**src/rtl/rxq_pkg.sv**
```systemverilog
// Package: shared types for the receive byte queue.
// Assumes: nothing beyond IEEE 1800-2017.
package rxq_pkg;

    // Reception state held by the control block.
    typedef enum logic {
        RXS_STOPPED = 1'b0,
        RXS_RUNNING = 1'b1
    } rx_state_e;

    // Per-cycle decisions that the control block hands to store and flag logic.
    typedef struct packed {
        logic accept;   // byte written into the store this cycle
        logic pop;      // head advances this cycle
        logic rearm;    // pop leaves data behind
    } rxq_step_t;

endpackage

```
**src/rtl/rxq_store.sv**
```systemverilog
// Module: rxq_store
// Holds DEPTH bytes. There is one write port at a slot index and one
// combinational read port at a slot index.
// Assumes: wr_slot_i and rd_slot_i stay below DEPTH. The entries are not reset,
// because their contents matter only once a byte has been written.
module rxq_store #(
    parameter int DEPTH  = 6,
    parameter int DATA_W = 8,
    localparam int PTR_W = (DEPTH > 1) ? $clog2(DEPTH) : 1
) (
    input  logic              clk,
    input  logic              wr_en_i,
    input  logic [PTR_W-1:0]  wr_slot_i,
    input  logic [DATA_W-1:0] wr_data_i,
    input  logic [PTR_W-1:0]  rd_slot_i,
    output logic [DATA_W-1:0] rd_data_o
);

    logic [DATA_W-1:0] entry_q [DEPTH];

    // One register per slot, loaded when the write targets it.
    for (genvar gi = 0; gi < DEPTH; gi++) begin : g_slot
        always_ff @(posedge clk) begin
            if (wr_en_i && (wr_slot_i == PTR_W'(gi))) begin
                entry_q[gi] <= wr_data_i;
            end
        end
    end

    // Read multiplexer: selects the head slot.
    always_comb begin
        rd_data_o = '0;
        for (int i = 0; i < DEPTH; i++) begin
            if (rd_slot_i == PTR_W'(i)) begin
                rd_data_o = entry_q[i];
            end
        end
    end

endmodule

```
**src/rtl/rxq_ctrl.sv**
```systemverilog
// Module: rxq_ctrl
// Keeps the run/stop state, the head pointer and the fill count. It decides
// each cycle whether to accept and whether to pop.
// Assumes: strobes are synchronous to clk. Stop has priority over start.
module rxq_ctrl
    import rxq_pkg::*;
#(
    parameter int DEPTH  = 6,
    localparam int PTR_W = (DEPTH > 1) ? $clog2(DEPTH) : 1,
    localparam int CNT_W = $clog2(DEPTH + 1)
) (
    input  logic             clk,
    input  logic             rst_n,
    input  logic             start_i,
    input  logic             stop_i,
    input  logic             byte_vld_i,
    input  logic             rd_i,
    output logic             running_o,
    output rxq_step_t        step_o,
    output logic [PTR_W-1:0] wr_slot_o,
    output logic [PTR_W-1:0] rd_slot_o,
    output logic [CNT_W-1:0] count_o
);

    localparam int SUM_W = CNT_W + 1;
    localparam logic [CNT_W-1:0] DEPTH_C = CNT_W'(DEPTH);
    localparam logic [PTR_W-1:0] LAST_SLOT = PTR_W'(DEPTH - 1);

    rx_state_e         state_q, state_d;
    logic [PTR_W-1:0]  head_q, head_d;
    logic [CNT_W-1:0]  count_q, count_d;
    logic [SUM_W-1:0]  tail_sum;
    logic              accept, pop;

    // Run/stop state decode: stop beats start.
    always_comb begin
        state_d = state_q;
        if (start_i) state_d = RXS_RUNNING;
        if (stop_i)  state_d = RXS_STOPPED;
    end

    // Accept and pop decisions from the current state.
    always_comb begin
        accept = (state_q == RXS_RUNNING) && byte_vld_i && (count_q < DEPTH_C);
        pop    = (state_q == RXS_RUNNING) && rd_i && (count_q != '0);
    end

    // Next head pointer and count, covering accept and pop together.
    always_comb begin
        head_d = head_q;
        if (pop) begin
            head_d = (head_q == LAST_SLOT) ? '0 : head_q + PTR_W'(1);
        end
        count_d = count_q;
        case ({accept, pop})
            2'b10:   count_d = count_q + CNT_W'(1);
            2'b01:   count_d = count_q - CNT_W'(1);
            default: count_d = count_q;
        endcase
    end

    // Tail slot: head plus count, folded back into the range 0..DEPTH-1.
    always_comb begin
        tail_sum = SUM_W'(head_q) + SUM_W'(count_q);
        if (tail_sum >= SUM_W'(DEPTH)) begin
            tail_sum = tail_sum - SUM_W'(DEPTH);
        end
        wr_slot_o = PTR_W'(tail_sum);
    end

    // State registers with synchronous active-low reset.
    always_ff @(posedge clk) begin
        if (!rst_n) begin
            state_q <= RXS_STOPPED;
            head_q  <= '0;
            count_q <= '0;
        end else begin
            state_q <= state_d;
            head_q  <= head_d;
            count_q <= count_d;
        end
    end

    // Outputs to the datapath and the flag.
    always_comb begin
        running_o    = (state_q == RXS_RUNNING);
        step_o.accept = accept;
        step_o.pop    = pop;
        step_o.rearm  = pop && (count_d != '0);
        rd_slot_o    = head_q;
        count_o      = count_q;
    end


    fill_bound_chk: assert property (@(posedge clk) disable iff (!rst_n)
        count_q <= DEPTH_C);


    drop_hold_chk: assert property (@(posedge clk) disable iff (!rst_n)
        (byte_vld_i && !rd_i && (state_q != RXS_RUNNING || count_q == DEPTH_C) && !start_i && !stop_i)
        |=> $stable(count_q));


    stopped_pop_chk: assert property (@(posedge clk) disable iff (!rst_n)
        (state_q == RXS_STOPPED) |=> $stable(head_q));


    head_wrap_chk: assert property (@(posedge clk) disable iff (!rst_n)
        (rd_i && state_q == RXS_RUNNING && count_q != '0 && head_q == LAST_SLOT)
        |=> (head_q == '0));


    both_hold_chk: assert property (@(posedge clk) disable iff (!rst_n)
        (rd_i && byte_vld_i && state_q == RXS_RUNNING && count_q != '0 && count_q < DEPTH_C)
        |=> $stable(count_q));

endmodule

```
**src/rtl/rxq_event.sv**
```systemverilog
// Module: rxq_event
// Sticky data-ready flag. A set request wins over a clear. Only a write of
// all-zero data clears the flag.
// Assumes: set_i is a one-cycle request from the control block.
module rxq_event #(
    parameter int BUS_W = 32
) (
    input  logic             clk,
    input  logic             rst_n,
    input  logic             set_i,
    input  logic             wr_i,
    input  logic [BUS_W-1:0] wr_data_i,
    output logic             flag_o
);

    logic flag_q, flag_d;

    // Next flag: a set request wins, otherwise only a zero write clears.
    always_comb begin
        flag_d = flag_q;
        if (wr_i && (wr_data_i == '0)) flag_d = 1'b0;
        if (set_i)                     flag_d = 1'b1;
    end

    // Flag register with synchronous active-low reset.
    always_ff @(posedge clk) begin
        if (!rst_n) flag_q <= 1'b0;
        else        flag_q <= flag_d;
    end

    assign flag_o = flag_q;


    flag_set_chk: assert property (@(posedge clk) disable iff (!rst_n)
        set_i |=> flag_o);


    flag_clear_chk: assert property (@(posedge clk) disable iff (!rst_n)
        $fell(flag_o) |-> $past(wr_i && (wr_data_i == '0)));

endmodule

```
**src/rtl/rx_byte_queue.sv**
```systemverilog
// Module: rx_byte_queue (top)
// Six-entry receive byte queue with a combinational data port, a free-space
// report and a sticky data-ready flag.
// Assumes: one byte is offered per strobe, bus strobes last one cycle and
// reset is synchronous and active low.
module rx_byte_queue
    import rxq_pkg::*;
#(
    parameter int DEPTH  = 6,
    parameter int DATA_W = 8,
    parameter int BUS_W  = 32,
    localparam int CNT_W = $clog2(DEPTH + 1)
) (
    input  logic              clk,
    input  logic              rst_n,
    input  logic              rx_start_i,
    input  logic              rx_stop_i,
    input  logic              rx_vld_i,
    input  logic [DATA_W-1:0] rx_byte_i,
    input  logic              rxd_rd_i,
    output logic [DATA_W-1:0] rxd_o,
    input  logic              rdy_wr_i,
    input  logic [BUS_W-1:0]  rdy_wdata_i,
    output logic              rdy_flag_o,
    output logic [CNT_W-1:0]  space_o,
    output logic [CNT_W-1:0]  fill_o
);

    localparam int PTR_W = (DEPTH > 1) ? $clog2(DEPTH) : 1;

    rxq_step_t        step;
    logic             running;
    logic [PTR_W-1:0] wr_slot, rd_slot;
    logic [CNT_W-1:0] count;

    rxq_ctrl #(.DEPTH(DEPTH)) u_ctrl (
        .clk        (clk),
        .rst_n      (rst_n),
        .start_i    (rx_start_i),
        .stop_i     (rx_stop_i),
        .byte_vld_i (rx_vld_i),
        .rd_i       (rxd_rd_i),
        .running_o  (running),
        .step_o     (step),
        .wr_slot_o  (wr_slot),
        .rd_slot_o  (rd_slot),
        .count_o    (count)
    );

    rxq_store #(.DEPTH(DEPTH), .DATA_W(DATA_W)) u_store (
        .clk       (clk),
        .wr_en_i   (step.accept),
        .wr_slot_i (wr_slot),
        .wr_data_i (rx_byte_i),
        .rd_slot_i (rd_slot),
        .rd_data_o (rxd_o)
    );

    rxq_event #(.BUS_W(BUS_W)) u_event (
        .clk       (clk),
        .rst_n     (rst_n),
        .set_i     (step.accept | step.rearm),
        .wr_i      (rdy_wr_i),
        .wr_data_i (rdy_wdata_i),
        .flag_o    (rdy_flag_o)
    );

    // Free space offered to the receiver, zero while stopped.
    always_comb begin
        space_o = running ? (CNT_W'(DEPTH) - count) : '0;
        fill_o  = count;
    end


    empty_read_chk: assert property (@(posedge clk) disable iff (!rst_n)
        (rxd_rd_i && fill_o == '0 && !rx_vld_i) |=> (fill_o == '0));

endmodule

```
**config.mk**
```make
export PLATFORM = sky130hd
export DESIGN_NAME = rx_byte_queue
export DESIGN_NICKNAME = d
export VERILOG_FILES = /design/src/rtl/rxq_pkg.sv /design/src/rtl/rxq_store.sv /design/src/rtl/rxq_ctrl.sv /design/src/rtl/rxq_event.sv /design/src/rtl/rx_byte_queue.sv
export SDC_FILE = /design/constraint.sdc
export NUM_CORES = 1
export LEC_CHECK = 0
export BUFFER_PORTS_ARGS = -buffer_cell sky130_fd_sc_hd__buf_2
export CAP_MARGIN = 20
export CORE_UTILIZATION = 48
export CTS_CLUSTER_DIAMETER = 80
export CTS_CLUSTER_SIZE = 25
export DETAILED_ROUTE_END_ITERATION = 8
export PLACE_DENSITY_LB_ADDON = 0.08
export SLEW_MARGIN = 10
export SYNTH_ARGS = -nofsm -noshare
export SYNTH_HDL_FRONTEND = slang
export SYNTH_SLANG_ARGS = --single-unit
```
**constraint.sdc**
```tcl
create_clock -name clk -period 2.3 [get_ports clk]
set_input_delay 0.115 -clock clk [delete_from_list [all_inputs] [get_ports clk]]
set_output_delay 0.115 -clock clk [all_outputs]
set_load 0.02 [all_outputs]
```
Yosys cells after proc, flatten, opt, wreduce, memory -nomap -nowiden
Memories as Yosys holds them, arrays and structs flattened. Index checks and enable logic that the tools add are counted.

Register bits after elaboration: 8. Latch bits: 0. Memory bits (writable): 48. Memory bits (read-only): 0. Input port bits: 47. Output and inout port bits: 15. Logic and storage cells: 90. Memories kept: 1.

Memories: u_store.entry_q (depth 6, bits a word 8, rd ports 6, clocked after Yosys merged registers in 0, wr ports 1, RTL line rxq_store.sv:19) `logic [DATA_W-1:0] entry_q [DEPTH];`.

Add/sub/neg operators: 6. Multiply operators: 0. Div/mod/pow operators: 0. $lt $le $gt $ge: 2. Equal/unequal tests: 12. Shift operators: 0. Multiplexer cells: 39. Bitwise logic cells: 2. Reductions and logical operators: 24.

Operators with widths (count): 8-bit 2-to-1 mux (11); 8-bit OR reduction (5); 32-bit logical NOT (1); 3-bit 2-to-1 mux (8); 1-bit 2-to-1 mux (19); 3-bit by 2-bit == test with 1-bit output (second input constant) (4); 3-bit == test (second input constant) (4); 1-bit logical AND (12); 3-bit by 1-bit adder with 3-bit output (second input constant) (2); 3-bit by 1-bit == test with 1-bit output (second input constant) (2); 3-bit logical NOT (2); 3-bit case mux with 2 select lines (1); 3-bit nonzero test (2); 3-bit by 3-bit adder with 4-bit output (1); 4-bit by 3-bit >= comparator with 1-bit output (second input constant) (1); 3-bit less-than comparator (second input constant) (1); 3-bit by 1-bit subtractor with 3-bit output (second input constant) (1); 3-bit subtractor (first input constant) (1); 3-bit subtractor (second input constant) (1); 2-bit by 1-bit == test with 1-bit output (second input constant) (1); 2-bit == test (second input constant) (1); 2-bit nonzero test (1); 2-bit OR reduction (1); 1-bit inverter (1); 1-bit OR (1).

Logic depth before layout (Yosys ltp)
Gate-level depths: netlist of the first run.

Depth in word-level cells: 13. Depth in mapped cells: 12. Gate-level depth less buffers: 12.

Hierarchy
A second synthesis of the first run with hierarchy kept.

Cell total of the unflattened synthesis: 200. Area total of the unflattened synthesis: 2645.0 um2.

By module, submodules not included: rxq_store (instances 1, cells each 125, area each 1990.7 um2, sequential area each 1441.4 um2); rxq_ctrl (instances 1, cells each 55, area each 498.0 um2, sequential area each 140.1 um2); rxq_event (instances 1, cells each 14, area each 110.1 um2, sequential area each 20.0 um2); rx_byte_queue (instances 1, cells each 6, area each 46.3 um2, sequential area each 0.0 um2).

Least setup slack after synthesis of the first run
Ideal clock, no wire load.

Path kind: reg2reg. Start point: register u_ctrl.count_q[0], in the netlist u_ctrl.count_o[0]. End point: register u_event.flag_q, in the netlist u_event.flag_o. Arrival time: 2.407 ns. Slack: -0.240 ns. Cell stages (with the launch flop): 11. Buffers on the path: 0. Path through: dfxtp_1 > inv_1 > ha_1 > a21oi_2 > ha_1 > inv_1 > fa_1 > xor2_1 > nor3_1 > a211oi_1 > o211ai_1.

Cells in the longest elaborated chain, start to end: 8.

RTL lines: from (decl) (RTL line rxq_ctrl.sv:31) `logic [CNT_W-1:0] count_q, count_d;`; from (signal assigned) (RTL line rxq_ctrl.sv:80) `count_q <= count_d;`; 3-bit nonzero test (*) (RTL line rxq_ctrl.sv:45) `pop = (state_q == RXS_RUNNING) && rd_i && (count_q != '0);`; 1-bit logical AND (*) (RTL line rxq_ctrl.sv:45); net u_ctrl.pop (RTL line rxq_ctrl.sv:33) `logic accept, pop;`; 2-bit by 1-bit == test with 1-bit output or 2-bit == test (tied branches) (RTL line rxq_ctrl.sv:55) `case ({accept, pop})`; 3-bit case mux with 2 select lines (RTL line rxq_ctrl.sv:55); 3-bit nonzero test (RTL line rxq_ctrl.sv:89) `step_o.rearm = pop && (count_d != '0);`; 1-bit logical AND (*) (RTL line rxq_ctrl.sv:89); 1-bit OR (*) (RTL line rx_byte_queue.sv:62) `.set_i (step.accept | step.rearm),`; 1-bit 2-to-1 mux or 2-bit nonzero test (tied branches); to (signal assigned) (RTL line rxq_event.sv:28) `else flag_q <= flag_d;`; to (decl) (RTL line rxq_event.sv:16) `logic flag_q, flag_d;`.

The timed path passes the listed nets; every way through them passes the cells marked *. A chain may end at the register's enable or synchronous reset.

Worst setup path in the final report of the first run
Start point: register u_ctrl.count_q[0], in the netlist u_ctrl.count_o[0]. End point: register u_event.flag_q, in the netlist u_event.flag_o.

Cells in the longest elaborated chain, start to end: 8.

RTL lines (RTL line): 3-bit less-than comparator or 3-bit nonzero test (tied branches) (rxq_ctrl.sv:44, rxq_ctrl.sv:45); 1-bit logical AND (on tied branches) (rxq_ctrl.sv:44, rxq_ctrl.sv:45); 2-bit by 1-bit == test with 1-bit output or 2-bit == test (tied branches) (rxq_ctrl.sv:55); 3-bit case mux with 2 select lines (rxq_ctrl.sv:55); 3-bit nonzero test (rxq_ctrl.sv:89); 1-bit logical AND (rxq_ctrl.sv:89); 1-bit OR (*) (rx_byte_queue.sv:62); 1-bit 2-to-1 mux or 2-bit nonzero test (tied branches).

Every way passes the cells marked *; elsewhere a longest branch is shown, timed or not.

==> reports/qor.csv, run 1 <==
stage;metric;value;unit
critical_path;critical path startpoint category;flop;
placed_design;DP Wirelength;4.14;mm
clocking;clock transition at the registers of the reported paths;0.09;ns
floorplan;Chip Height;76.5;um
sta;Final period util;97.7;%
synthesis;post-synth net total;254;
power_and_ir_drop;Worst IR Drop VDD;0.000376;V
floorplan;core area;0.00524;sq mm
worst_hold_path;worst min-delay path class;in2reg;
critical_path;r2r setup slk;0.05;ns
route;Final ANT Viol Nets;0;
cells_and_area;area delta synth->final;27.2;%
synthesis;dominant cell type by area after synthesis;edfxtp_1;
sta;relative slew slack;78.2;%
critical_path;crit-path cells;inv_4, ha_4, a21oi_2, o211a_1, inv_2, ha_4, inv_1, fa_2, and3b_1, a41oi_1, a211oi_1, o211ai_1;
synthesis;number of flops mapped to enable cells by yosys;48;
clocking;clock latency on the worst-skew pair;0.30;ns
cells_and_area;antenna cells;0;
synthesis;cell with the most instances after synthesis;edfxtp_1;
synthesis;Post-Syn Area;0.00266;sq mm
cells_and_area;fillcell total;432;
cells_and_area;register area;0.00161;sq mm
critical_path;critical path fanouts, max;3;
route;DR WL/cell;15.9;um
floorplan;die footprint;0.00585;sq mm
clocking;clk root buf;clkbuf_8;
placed_design;Post-DP Area;0.00320;sq mm
cells_and_area;post-layout instance area;0.00338;sq mm
global_route;total gr overflow;0;
sta;Worst-Margin Slew;0.326;ns
synthesis;Mapped Cells;197;
cells_and_area;share of cells above drive strength 1;38.2;%
floorplan;io pins;62;
synthesis;share of the synthesized area in the top cell type;54.2;%
floorplan;Starting Density;50.8;%
sta;Final Hold Viols;0;
clocking;CTS tree;done;
cells_and_area;final net count;339;
synthesis;post-synthesis average cell area;13.5;sq um
route;Vias/cell;5.40;
power_and_ir_drop;Cell Pwr Density;513;mW/mm^2
critical_path;CP Buf/Inv Count;3;
run;max cap viols;0;
critical_path;crit-path max cell delay;0.53;ns
synthesis;Synth Flop Type;edfxtp_1;
sta;RSZ-0062 raised after global routing;true;
power_and_ir_drop;Static Leak;0.00123;uW
sta;Setup Skew;0.00516;ns
placed_design;Port Buffers;61;
critical_path;worst path arrival time;2.42;ns
sta;count of final setup violators;0;
synthesis;FF+latch count, synth;56;
floorplan;Die Wd;76.5;um
synthesis;Yosys Warn Count;0;
critical_path;Critical Path RT;2.48;ns
sta;Max Freq;445;MHz
critical_path;Crit. End Element;flop;
synthesis;Synth async-reset ratio;0;%
floorplan;Row Count;26;
sta;Slew Limit Fails;0;
run_status;status;finished clean;
cells_and_area;area of the multi-input gates;0.00106;sq mm
sta;Tmin final;2.25;ns
sta;WHS;0.0568;ns
clocking;Sink Count;56;
route;Post-route DRC;0;
synthesis;most frequent cells after synthesis;48 x edfxtp_1, 26 x mux2i_1;
global_route;initial antenna violation count;0;
global_route;largest net degree at the start of global routing;23;
critical_path;critical path's top delay family;adder cells;
critical_path;slowest CP cell;fa_2;
synthesis;number of distinct library cells after synthesis;39;
global_route;first-pass GRT wire length;9.29;mm
clocking;CTS max path bufs;2;
power_and_ir_drop;Pwr Total;1730;uW
global_route;Tot GR Track Use;20.8;%
route;total routed wirelength;5.62;mm
route;vias;1907;
cells_and_area;Final Util;64.6;%
sta;post-route setup slack;0.0532;ns
route;TritonRoute pass-1 iters;4;
placed_design;dpl ws;0.0194;ns
placed_design;Final GP Congestion;0.830;
global_route;vias in the first global route;1941;
clocking;H-tree lvl count;2;
route;initial DRC count;128;
synthesis;sequential area share after synthesis;60.2;%
clocking;CTS Buf Count;5;
critical_path;most common cell type on the critical path;ha_4;
synthesis;largest cells by area after synthesis;edfxtp_1 54%, mux2i_1 9.8%, dfxtp_1 6.0%, ha_1 3.8%, o221ai_1 2.6%;
critical_path;worst setup path class;reg2reg;
placed cells by master, fill, tap and decap left out, types with 5 or more instances in the layout:
master and instances:
ha_1 5, and2_1 6, nor2_1 8, nand3_1 8, nor4_1 6, clkbuf_8 5, buf_2 61, inv_1 5
o2bb2ai_1 8, buf_4 24, edfxtp_1 48, mux2i_1 26, dfxtp_1 5, nand2_1 7, o221ai_1 8
kinds of logic after synthesis:
kind of cell | Yosys count | share of synthesized area, %
fa+ha+maj | 10 | 5.27
flops | 56 | 60.2
simple gates | 50 | 10.2
buf+inv | 16 | 2.73
xor+xnor | 7 | 2.30
compound gates | 32 | 9.59
mux | 26 | 9.78
state kept, by name (all words and copies together) (netlist names):
signal / cells
u_store.entry_q: 48
u_ctrl.count_o: 3
u_ctrl.rd_slot_o: 3
u_ctrl.running_o: 1
u_event.flag_o: 1
final cells by class:
class | count | area share [%]
well taps | 70 | 2.59
flip-flops and latches | 56 | 47.6
inverters | 7 | 0.850
clock buffers | 6 | 2.14
clock inverters | 2 | 0.333
repair buffers | 87 | 15.2
multi-input cells | 125 | 31.3
worst register-to-register path, stage by stage, from the launching register on:
cell and delay (ns):
dfxtp_4 0.37, inv_4 0.07, ha_4 0.13, a21oi_2 0.03, o211a_1 0.24, inv_2 0.07, ha_4 0.12, inv_1 0.05
fa_2 0.53, and3b_1 0.16, a41oi_1 0.04, a211oi_1 0.22, o211ai_1 0.10
routing by layer:
layer,GRT usage [%],up-vias,routed length [um]
li1,-,931,-
met1,26.5,900,2460
met2,36.2,71,2820
met3,4.43,5,294
met4,4.62,0,44
met5,0,-,0
repair_timing:
action                                 in CTS  in global routing
setup endpoints to repair                   1                 39
hold buffers                                1                  0
pin swaps                                   0                  4
endpoints found under the hold margin       1                  0
gates resized for setup                     0                 17
setup buffers                               1                  1
final timing paths:
check / startpoint / end / depth (start not counted)
worst max-delay path: u_ctrl.count_o[0] / u_event.flag_o / 12
worst min-delay path: rx_byte_i[7] / u_store.entry_q[1][7] / 1
worst max register to register: u_ctrl.count_o[0] / u_event.flag_o / 12
worst min register to register: u_ctrl.running_o / u_ctrl.running_o / 2
power by group:
group	internal, uW	switching, uW	total (uW)
clock network	212	294	506
logic	60.0	60.3	120
registers	1100	3.83	1110
total	1380	358	1730
stage by stage:
stage	TNS, ns	instances
after detailed placement	0	342
after CTS	0	352
after global placement	0	342
final	0	353
after global routing	-0.0429	353
after floorplan	0	197
Power figures use the tool's default switching activity.
==> run 2: changes to the inputs <==
- SYNTH_HIERARCHICAL: default -> 1
==> run 2 against run 1 <==
Largest power group unchanged. The flow now finishes with violations (negative setup slack). Wire length grew 3.6%. Flip-flop and latch count is the same. Die area shrank 0.87%.
==> reports/qor.csv, run 2 <==
stage;metric;value;unit;change
run_status;status;finished, violations left;;was finished clean
run_status;failing checks;negative setup slack;;
sta;Tmin final;2.36;ns;was 2.25 ns
route;vias;1936;;was 1907
power_and_ir_drop;Static Leak;0.00137;uW;was 0.00123 uW
sta;count of final setup violators;13;;was 0
floorplan;Die Wd;76.1;um;was 76.5 um
sta;RSZ-0062 raised after global routing;true;;unchanged
cells_and_area;area delta synth->final;36.5;%;was 27.2%
sta;relative slew slack;69.0;%;was 78.2%
sta;WHS;0.0437;ns;was 0.0568 ns
route;Vias/cell;5.23;;was 5.40
route;total routed wirelength;5.82;mm;was 5.62 mm
critical_path;Crit. End Element;flop;;unchanged
critical_path;Critical Path RT;2.48;ns;about the same
global_route;total gr overflow;0;;unchanged
clocking;CTS max path bufs;2;;unchanged
cells_and_area;share of cells above drive strength 1;46.0;%;was 38.2%
placed_design;Final GP Congestion;0.755;;was 0.830
placed_design;Port Buffers;61;;unchanged
sta;Max Freq;424;MHz;was 445 MHz
sta;Final period util;103;%;was 97.7%
worst_hold_path;worst min-delay path class;in2reg;;unchanged
floorplan;Row Count;26;;unchanged
cells_and_area;area of the multi-input gates;0.00112;sq mm;was 0.00106 sq mm
floorplan;Chip Height;76.1;um;was 76.5 um
sta;post-route setup slack;-0.0610;ns;was 0.0532 ns
sta;Setup Skew;0.0103;ns;was 0.00516 ns
critical_path;critical path startpoint category;flop;;unchanged
clocking;H-tree lvl count;2;;unchanged
route;Final ANT Viol Nets;0;;unchanged
synthesis;Post-Syn Area;0.00264;sq mm;was 0.00266 sq mm
cells_and_area;max reg flops;48;;unchanged
route;Post-route DRC;0;;unchanged
clocking;clk root buf;clkbuf_8;;unchanged
cells_and_area;most frequent cells in the layout;61 x buf_2, 48 x edfxtp_1, 33 x buf_4;;was 61 x buf_2, 48 x edfxtp_1, 26 x mux2i_1
route;DR WL/cell;15.7;um;was 15.9 um
power_and_ir_drop;Worst IR Drop VDD;0.000474;V;was 0.000376 V
global_route;first-pass GRT wire length;9.28;mm;was 9.29 mm
critical_path;worst path arrival time;2.54;ns;was 2.42 ns
global_route;initial antenna violation count;0;;unchanged
synthesis;post-synthesis average cell area;13.3;sq um;was 13.5 sq um
power_and_ir_drop;Cell Pwr Density;523;mW/mm^2;was 513 mW/mm^2
cells_and_area;final net count;353;;was 339
floorplan;io pins;62;;unchanged
clocking;CTS tree;done;;unchanged
run;max cap viols;0;;unchanged
sta;Final Hold Viols;0;;unchanged
cells_and_area;register area;0.00161;sq mm;about the same
floorplan;core area;0.00520;sq mm;was 0.00524 sq mm
critical_path;worst setup path class;reg2reg;;unchanged
floorplan;die footprint;0.00580;sq mm;was 0.00585 sq mm
clocking;CTS Buf Count;5;;unchanged
placed_design;DP Wirelength;3.92;mm;was 4.14 mm
sta;Setup TNS;-0.170;ns;was 0 ns
sta;Worst-Margin Slew;0.464;ns;was 0.326 ns
global_route;Tot GR Track Use;21.1;%;was 20.8%
clocking;clock transition at the registers of the reported paths;0.09;ns;about the same
cells_and_area;Largest Register;u_store/entry_q;;was u_store.entry_q
cells_and_area;commonest non-fill, non-tap cell in the layout;buf_2;;unchanged
placed_design;dpl ws;-0.151;ns;was 0.0194 ns
synthesis;Mapped Cells;199;;was 197
global_route;vias in the first global route;1841;;was 1941
cells_and_area;Final Util;69.2;%;was 64.6%
synthesis;post-synth net total;253;;was 254
clocking;Sink Count;56;;unchanged
synthesis;Yosys Warn Count;6;;was 0
global_route;largest net degree at the start of global routing;29;;was 23
clocking;clock latency on the worst-skew pair;0.30;ns;about the same
route;TritonRoute pass-1 iters;6;;was 4
route;initial DRC count;97;;was 128
critical_path;critical path fanouts, max;3;;unchanged
cells_and_area;fillcell total;397;;was 432
sta;Slew Limit Fails;0;;unchanged
floorplan;Starting Density;50.7;%;was 50.8%
cells_and_area;antenna cells;0;;unchanged
run 2: cell type report:
class | count | area share (%)
tap | 70 | 2.43
multi-input combinational | 128 | 31.0
sequential | 56 | 44.8
timing repair buffer | 102 | 18.1
inverter | 6 | 0.626
clock inverter | 2 | 0.973
clock buffer | 6 | 2.02
run 2: report_power, final:
group / internal (uW) / switching (uW)
clock: 323 / 293
sequential: 1110 / 5.64
combinational: 78.4 / 76.5
total: 1510 / 375
run 2: metrics by stage:
step / cell area, sq um / power [uW] / std cells
after global routing: 3600 / 1950 / 370
final: 3600 / 1880 / 370
after CTS: 3530 / 1880 / 369
after global placement: 3190 / 1260 / 348
after detailed placement: 3190 / 1270 / 348
after floorplan: 2650 / 1190 / 199
run 2: timing repair:
item / in CTS / in global routing
hold endpoints to repair: 1 / 0
buffers inserted: 13 / 3
endpoints found under the setup margin: 43 / 51
hold buffers: 1 / 0
gates resized for setup: 29 / 11
pin swaps: 16 / 11
run 2: worst paths after layout:
path                                   startpoint               endpoint  slack (ns)  cells past startpoint
worst max-delay path            u_ctrl/count_o[2]         u_event/flag_o       -0.06                     12
worst min-delay path                 rx_byte_i[0]  u_store/entry_q[4][0]        0.04                      1
worst max register to register  u_ctrl/count_o[2]         u_event/flag_o       -0.06                     12
worst min register to register     u_event/flag_o         u_event/flag_o        0.59                      2
run 2: routing by layer:
layer | GRT usage (%) | vias to the layer above | share of wire [%]
li1 | - | 954 | -
met1 | 29.0 | 928 | 47
met2 | 35.5 | 52 | 49
met3 | 3.95 | 2 | 3.7
met4 | 4.04 | 0 | 0.34
met5 | 0 | - | 0
run 2: worst max-delay path, cell delays in order, from the launching register on:
cell and delay (ns):
dfxtp_4 0.36, o311ai_4 0.31, inv_2 0.11, ha_4 0.17
inv_2 0.04, fa_2 0.21, xor2_2 0.19, or3_4 0.16
a31oi_1 0.06, or2_4 0.23, nor4_2 0.12, and4_1 0.20
a31oi_1 0.07
